`config.mk`:
```
export PLATFORM = sky130hd
export DESIGN_NAME = ext_bus_strobe
export DESIGN_NICKNAME = d
export VERILOG_FILES = /design/src/rtl/ext_bus_strobe_pkg.sv /design/src/rtl/ebs_cycle_timer.sv /design/src/rtl/ebs_reset_qual.sv /design/src/rtl/ebs_ctrl_reg.sv /design/src/rtl/ebs_strobe_dec.sv /design/src/rtl/ext_bus_strobe.sv
export SDC_FILE = /design/constraint.sdc
export NUM_CORES = 1
export LEC_CHECK = 0
export ABC_CLOCK_PERIOD_IN_PS = 2150
export CORE_MARGIN = 2
export CORE_UTILIZATION = 45
export CTS_CLUSTER_DIAMETER = 150
export DETAILED_ROUTE_END_ITERATION = 10
export PLACE_DENSITY = 0.78
export SLEW_MARGIN = 20
export SYNTH_ARGS = -nofsm -noshare
export SYNTH_HDL_FRONTEND = slang
export SYNTH_SLANG_ARGS = --single-unit
```
`constraint.sdc`:
```
create_clock -name clk_i -period 2.15 [get_ports clk_i]
set_input_delay 0.215 -clock clk_i [delete_from_list [all_inputs] [get_ports clk_i]]
set_output_delay 0.215 -clock clk_i [all_outputs]
set_load 0.005 [all_outputs]
```
`src/rtl/ext_bus_strobe_pkg.sv`:
```
package ext_bus_strobe_pkg;

  typedef struct packed {
    logic fetch;
    logic xdata;
    logic wide;
    logic tbl;
  } cyc_attr_t;

  localparam cyc_attr_t ATTR_IDLE = '{fetch: 1'b0, xdata: 1'b0, wide: 1'b0, tbl: 1'b0};

  typedef struct packed {
    logic ale;
    logic ale_drive;
    logic psen_n;
    logic p2_sel;
    logic last;
  } strobe_out_t;

endpackage

```
`src/rtl/ebs_cycle_timer.sv`:
```
module ebs_cycle_timer #(
  parameter int CYC_CLKS = 12,
  localparam int CW = $clog2(CYC_CLKS)
) (
  input  logic          clk_i,
  input  logic          rst_ni,
  output logic [CW-1:0] slot_q_o,
  output logic [CW-1:0] slot_d_o,
  output logic          wrap_o
);

  localparam logic [CW-1:0] LAST = CW'(CYC_CLKS - 1);

  logic [CW-1:0] slot_q;

  assign wrap_o   = (slot_q == LAST);
  assign slot_d_o = wrap_o ? '0 : slot_q + 1'b1;
  assign slot_q_o = slot_q;

  always_ff @(posedge clk_i or negedge rst_ni) begin
    if (!rst_ni) slot_q <= '0;
    else         slot_q <= slot_d_o;
  end

endmodule

```
`src/rtl/ebs_reset_qual.sv`:
```
module ebs_reset_qual #(
  parameter int SYNC_STAGES = 2,
  parameter int HOLD_CLKS   = 24,
  localparam int HW = $clog2(HOLD_CLKS + 1)
) (
  input  logic clk_i,
  input  logic rst_ni,
  input  logic pin_i,
  output logic core_rst_o
);

  localparam logic [HW-1:0] HOLD = HW'(HOLD_CLKS);

  logic [SYNC_STAGES-1:0] sync_q;
  logic [HW-1:0]          hold_q;
  logic                   pin_s;

  generate
    for (genvar i = 0; i < SYNC_STAGES; i++) begin : g_sync
      if (i == 0) begin : g_first
        always_ff @(posedge clk_i or negedge rst_ni) begin
          if (!rst_ni) sync_q[0] <= 1'b0;
          else         sync_q[0] <= pin_i;
        end
      end else begin : g_next
        always_ff @(posedge clk_i or negedge rst_ni) begin
          if (!rst_ni) sync_q[i] <= 1'b0;
          else         sync_q[i] <= sync_q[i-1];
        end
      end
    end
  endgenerate

  assign pin_s = sync_q[SYNC_STAGES-1];

  // saturating run-length of the synchronized pin
  always_ff @(posedge clk_i or negedge rst_ni) begin
    if (!rst_ni)            hold_q <= '0;
    else if (!pin_s)        hold_q <= '0;
    else if (hold_q != HOLD) hold_q <= hold_q + 1'b1;
  end

  assign core_rst_o = (hold_q == HOLD);

endmodule

```
`src/rtl/ebs_ctrl_reg.sv`:
```
module ebs_ctrl_reg #(
  parameter int              ADDR_W    = 8,
  parameter int              DATA_W    = 8,
  parameter logic [ADDR_W-1:0] CTRL_ADDR = 8'h8E,
  parameter int              DIS_BIT   = 0
) (
  input  logic              clk_i,
  input  logic              rst_ni,
  input  logic              core_rst_i,
  input  logic              we_i,
  input  logic [ADDR_W-1:0] addr_i,
  input  logic [DATA_W-1:0] wdata_i,
  output logic              dis_q_o,
  output logic              dis_d_o
);

  logic dis_q;
  logic hit;

  assign hit = we_i && (addr_i == CTRL_ADDR);

  always_comb begin
    dis_d_o = dis_q;
    if (core_rst_i) dis_d_o = 1'b0;
    else if (hit)   dis_d_o = wdata_i[DIS_BIT];
  end

  always_ff @(posedge clk_i or negedge rst_ni) begin
    if (!rst_ni) dis_q <= 1'b0;
    else         dis_q <= dis_d_o;
  end

  assign dis_q_o = dis_q;

endmodule

```
`src/rtl/ebs_strobe_dec.sv`:
```
module ebs_strobe_dec
  import ext_bus_strobe_pkg::*;
#(
  parameter int CYC_CLKS   = 12,
  parameter int ALE_SLOT_A = 1,
  parameter int ALE_SLOT_B = 7,
  parameter int PSEN_A     = 0,
  parameter int PSEN_B     = 6,
  parameter int PSEN_LEN   = 4,
  localparam int CW = $clog2(CYC_CLKS)
) (
  input  logic          clk_i,
  input  logic          rst_ni,
  input  logic [CW-1:0] slot_d_i,
  input  cyc_attr_t     attr_d_i,
  input  logic          dis_d_i,
  output strobe_out_t   out_o
);

  localparam logic [CW-1:0] SA   = CW'(ALE_SLOT_A);
  localparam logic [CW-1:0] SB   = CW'(ALE_SLOT_B);
  localparam logic [CW-1:0] PA0  = CW'(PSEN_A);
  localparam logic [CW-1:0] PA1  = CW'(PSEN_A + PSEN_LEN - 1);
  localparam logic [CW-1:0] PB0  = CW'(PSEN_B);
  localparam logic [CW-1:0] PB1  = CW'(PSEN_B + PSEN_LEN - 1);
  localparam logic [CW-1:0] LAST = CW'(CYC_CLKS - 1);

  strobe_out_t nxt, out_q;
  logic        drive, pulse, psen_win;

  // decode from next-state values so the flops hold the decode of the current state
  always_comb begin
    drive    = !dis_d_i || attr_d_i.fetch || attr_d_i.xdata || attr_d_i.tbl;
    pulse    = ((slot_d_i == SA) && !attr_d_i.xdata) || (slot_d_i == SB);
    psen_win = ((slot_d_i >= PA0) && (slot_d_i <= PA1)) ||
               ((slot_d_i >= PB0) && (slot_d_i <= PB1));
    nxt.ale       = drive ? pulse : 1'b1;
    nxt.ale_drive = drive;
    nxt.psen_n    = !(attr_d_i.fetch && !attr_d_i.xdata && psen_win);
    nxt.p2_sel    = attr_d_i.xdata ? attr_d_i.wide : attr_d_i.fetch;
    nxt.last      = (slot_d_i == LAST);
  end

  always_ff @(posedge clk_i or negedge rst_ni) begin
    if (!rst_ni) out_q <= '{ale: 1'b0, ale_drive: 1'b1, psen_n: 1'b1, p2_sel: 1'b0, last: 1'b0};
    else         out_q <= nxt;
  end

  assign out_o = out_q;

endmodule

```
`src/rtl/ext_bus_strobe.sv`:
```
module ext_bus_strobe
  import ext_bus_strobe_pkg::*;
#(
  parameter int              CYC_CLKS    = 12,
  parameter int              RST_CYCLES  = 2,
  parameter int              SYNC_STAGES = 2,
  parameter int              ADDR_W      = 8,
  parameter int              DATA_W      = 8,
  parameter logic [ADDR_W-1:0] CTRL_ADDR = 8'h8E
) (
  input  logic              clk_i,
  input  logic              rst_ni,
  input  logic              rst_pin_i,
  input  logic              ext_fetch_i,
  input  logic              xdata_i,
  input  logic              xdata_wide_i,
  input  logic              tbl_read_i,
  input  logic              reg_we_i,
  input  logic [ADDR_W-1:0] reg_addr_i,
  input  logic [DATA_W-1:0] reg_wdata_i,
  output logic              ale_o,
  output logic              ale_drive_o,
  output logic              psen_no,
  output logic              p2_addr_sel_o,
  output logic              cyc_last_o,
  output logic              core_rst_o
);

  localparam int CW       = $clog2(CYC_CLKS);
  localparam int STATE_CK = CYC_CLKS / 6;
  localparam int HOLD_CLKS = RST_CYCLES * CYC_CLKS;

  logic [CW-1:0] slot_q, slot_d;
  logic          wrap;
  logic          ale_dis, ale_dis_d;
  cyc_attr_t     attr_q, attr_d, attr_in;
  strobe_out_t   so;

  ebs_cycle_timer #(.CYC_CLKS(CYC_CLKS)) u_timer (
    .clk_i, .rst_ni, .slot_q_o(slot_q), .slot_d_o(slot_d), .wrap_o(wrap)
  );

  ebs_reset_qual #(.SYNC_STAGES(SYNC_STAGES), .HOLD_CLKS(HOLD_CLKS)) u_rq (
    .clk_i, .rst_ni, .pin_i(rst_pin_i), .core_rst_o
  );

  ebs_ctrl_reg #(.ADDR_W(ADDR_W), .DATA_W(DATA_W), .CTRL_ADDR(CTRL_ADDR), .DIS_BIT(0)) u_ctrl (
    .clk_i, .rst_ni, .core_rst_i(core_rst_o), .we_i(reg_we_i), .addr_i(reg_addr_i),
    .wdata_i(reg_wdata_i), .dis_q_o(ale_dis), .dis_d_o(ale_dis_d)
  );

  assign attr_in = '{fetch: ext_fetch_i, xdata: xdata_i, wide: xdata_wide_i, tbl: tbl_read_i};
  assign attr_d  = wrap ? attr_in : attr_q;

  always_ff @(posedge clk_i or negedge rst_ni) begin
    if (!rst_ni) attr_q <= ATTR_IDLE;
    else         attr_q <= attr_d;
  end

  // latch in the second clock of states 1 and 4; read strobe over states 1-2 and 4-5
  ebs_strobe_dec #(
    .CYC_CLKS  (CYC_CLKS),
    .ALE_SLOT_A(STATE_CK - 1),
    .ALE_SLOT_B(3 * STATE_CK + STATE_CK - 1),
    .PSEN_A    (0),
    .PSEN_B    (3 * STATE_CK),
    .PSEN_LEN  (2 * STATE_CK)
  ) u_dec (
    .clk_i, .rst_ni, .slot_d_i(slot_d), .attr_d_i(attr_d), .dis_d_i(ale_dis_d), .out_o(so)
  );

  assign ale_o         = so.ale;
  assign ale_drive_o   = so.ale_drive;
  assign psen_no       = so.psen_n;
  assign p2_addr_sel_o = so.p2_sel;
  assign cyc_last_o    = so.last;

endmodule

```
==> metrics.csv <==
metric,value,unit
post-route ant nets,0,
die height,50.27,um
RSZ-0062 raised after global routing,no,
Sink Count,21,
Final nets,139,
Worst-Margin Slew,0.3540,ns
Syn Nets,111,
fill count,152,
worst vdd ir,0.3955,mV
Final Cycle Share,92.94,%
"count leader, synth",dfrtp_1,
Internal Power,0.5253,mW
xor/xnor share of the synthesized area,4.545,%
FMAX,500.5,MHz
fraction of the mapped netlist area in adder cells,6.494,%
Cell variety after synth,27,
Rows,16,
Total Neg Setup Slack,0,ns
Clock Tree Buf Depth,2,
grt total ovfl,0,
DRC,0,
Post-DP Area,1229,um^2
Post-Layout Cell Count,136,
WP data arrival,1.78,ns
#FFs+latches synth,21,
Core Region,1982,um^2
fin area,1257,um^2
Detailed Route WL,1.604,mm
reg2reg start,u_timer.slot_q_o[1]$_DFF_PN0_,
Post-synth top flop,dfrtp_1,
vias in the first global route,658,
"Slew Viols, Final",0,
CTS root buffer,clkbuf_4,
initial DRC count,6,
crit path kind,reg -> out,
"top cells by area, synth","dfrtp_1 (49%), ha_1 (6.5%), mux2i_1 (6.2%)",
Avg Inst Size Synth,11.75,um^2
total track usage,14.64,%
"area leader, netlist",dfrtp_1,
port buffer count,22,
P_sw,0.1524,mW
r2r setup slk,0.44,ns
FF-to-FF End,u_dec.out_o[3]$_DFF_PN1_,
critical path capture point type,output pin,
fraction of the mapped netlist area in simple logic gates,16.10,%
CTS tree,built,
largest net degree at the start of global routing,22,
I/O pin cnt,30,
Comb pwr share,10.4,%
largest family of logic cells by synthesized area,simple AND/OR/NAND/NOR gates,
hpwl dp,1.202,mm
Die Wd,50.27,um
"Seq/Total Area, Yosys",54.81,%
worst clock skew,0.009296,ns
Hold WS,0.2330,ns
Final Setup Violations,0,
routed length per instance,11.79,um
antenna cells,0,
Min-Delay Path Class,in -> async,
sequential share of power,61.8,%
placed instance count,132,
layout cells sized above 1,11.01,%
fin util,63.45,%
vias,652,
clock group share of total power,27.8,%
CP required,1.93,ns
Gate Count Post-Synth,82,
status,"complete, no violations",
Area Overhead vs Synth,30.52,%
CTS buffer count,3,
"critical path fanouts, max",7,
clock transition at the registers of the reported paths,0.12,ns
synth cell count leaders,"dfrtp_1 (19), inv_1 (9), mux2i_1 (6)",
minimum clock period,1.998,ns
Starting Density,48.61,%
Clock H-tree levels,1,
R2R depth,5,
Synth async-reset ratio,100.0,%
Synth Cell Area,963.4,um^2
post-synthesis mux area share,8.571,%
critical path launch point type,flop,
Post-synth EDFFs,0,
relative slew slack,75.73,%
post-CTS setup buffers,0,
Hold Buf Count CTS,0,
worst skew pair latency,0.30,ns
Final Hold Viols,0,
global-route wire length before repair,2.773,mm
max-cap violations,0,
Ys Warns,0,
via/cell ratio,4.794,
Yosys top cell area share,49.35,%
Sw Share,22.48,%
initial antenna violation count,0,
First-pass DRT Iterations,4,
Synth Area in Compound Gates,5.584,%
RePlAce Congestion,0.8374,
Die ar.,2527,um^2
pwr/cell area,538.9,nW/um^2
Leakage Power,0.6155,nW
# resized after CTS,0,
==> layout by cell type, fill, tap and decap left out, types with 2 or more instances in the layout <==
cell type	n
a211o_1	2
a21o_1	2
and2_1	4
buf_4	2
clkbuf_4	3
clkdlybuf4s50_1	22
dfrtp_1	19
dfstp_2	2
ha_1	5
inv_1	9
mux2_2	2
mux2i_1	6
nand2_1	5
nand3_1	2
nor2_1	5
xnor2_1	4
==> worst max-delay path, stage by stage (launching register included) <==
cell and delay, ns:
dfrtp_1 0.44, inv_1 0.07, ha_1 0.13, and4b_2 0.31, clkdlybuf4s50_1 0.54
==> flip-flops by register name, indices dropped and copies added (netlist names) <==
| signal | count |
|---|---|
| u_dec.out_o | 5 |
| u_rq.hold_q | 5 |
| attr_q | 4 |
| u_timer.slot_q_o | 4 |
| u_ctrl.dis_q_o | 1 |
| u_rq.pin_s | 1 |
| u_rq.sync_q | 1 |
==> cell families after synthesis <==
| logic type | Yosys count |
|---|---|
| adder cells (fa/ha/maj) | 5 |
| AND/OR/NAND/NOR | 26 |
| multiplexers | 8 |
| XOR/XNOR | 5 |
| AO/OA/AOI/OAI | 7 |
| buffers and inverters | 10 |
| flip-flops | 21 |
==> through the flow <==
stage          power [mW]  setup slack, ns
3_5_place_dp       0.4982           0.1530
3_3_place_gp       0.4966           0.1529
6_report           0.6777           0.1519
4_1_cts            0.6844          0.05966
2_1_floorplan      0.4480           0.4266
5_1_grt            0.7097          0.05747
==> power by group through the flow <==
stage,Clock (mW),Combinational [mW],Sequential [mW]
6_report,0.188,0.0706,0.419
5_1_grt,0.209,0.0801,0.421
4_1_cts,0.193,0.0723,0.419
3_5_place_dp,0,0.0715,0.427
3_3_place_gp,0,0.0705,0.426
2_1_floorplan,0,0.0225,0.426
==> metal layers <==
layer	share of wire, %	vias to the layer above	track usage [%]
met5	0	-	0
met1	46	300	17.32
met2	46	18	24.56
met4	1.2	0	6.944
met3	6.2	4	3.869
li1	-	330	-
==> worst max path at each step <==
| stage | startpoint | endpoint | slack (ns) | cells after the start |
|---|---|---|---|---|
| 6_report | u_rq.hold_q[0]$_DFFE_PN0P_ | core_rst_o | 0.15 | 4 |
| 5_1_grt | u_rq.hold_q[0]$_DFFE_PN0P_ | core_rst_o | 0.06 | 4 |
| 4_1_cts | u_rq.hold_q[0]$_DFFE_PN0P_ | core_rst_o | 0.06 | 4 |
| 3_5_place_dp | reg_addr_i[5] | u_dec.out_o[3]$_DFF_PN1_ | 0.15 | 5 |
| 3_3_place_gp | reg_addr_i[5] | u_dec.out_o[3]$_DFF_PN1_ | 0.15 | 5 |
| 2_1_floorplan | u_timer.slot_q_o[1]$_DFF_PN0_ | u_dec.out_o[3]$_DFF_PN1_ | 0.43 | 5 |
==> layout make-up <==
class	count	area (um^2)	share of cell area, %
well taps	27	33.78	2.687
clock inverters	1	5.005	0.3980
flip-flops and latches	21	528.0	41.99
inverters	9	33.78	2.687
repair buffers	24	235.2	18.71
clock buffers	3	22.52	1.791
multi-input cells	51	399.1	31.74
No activity file was read; power rests on OpenSTA's default activity.
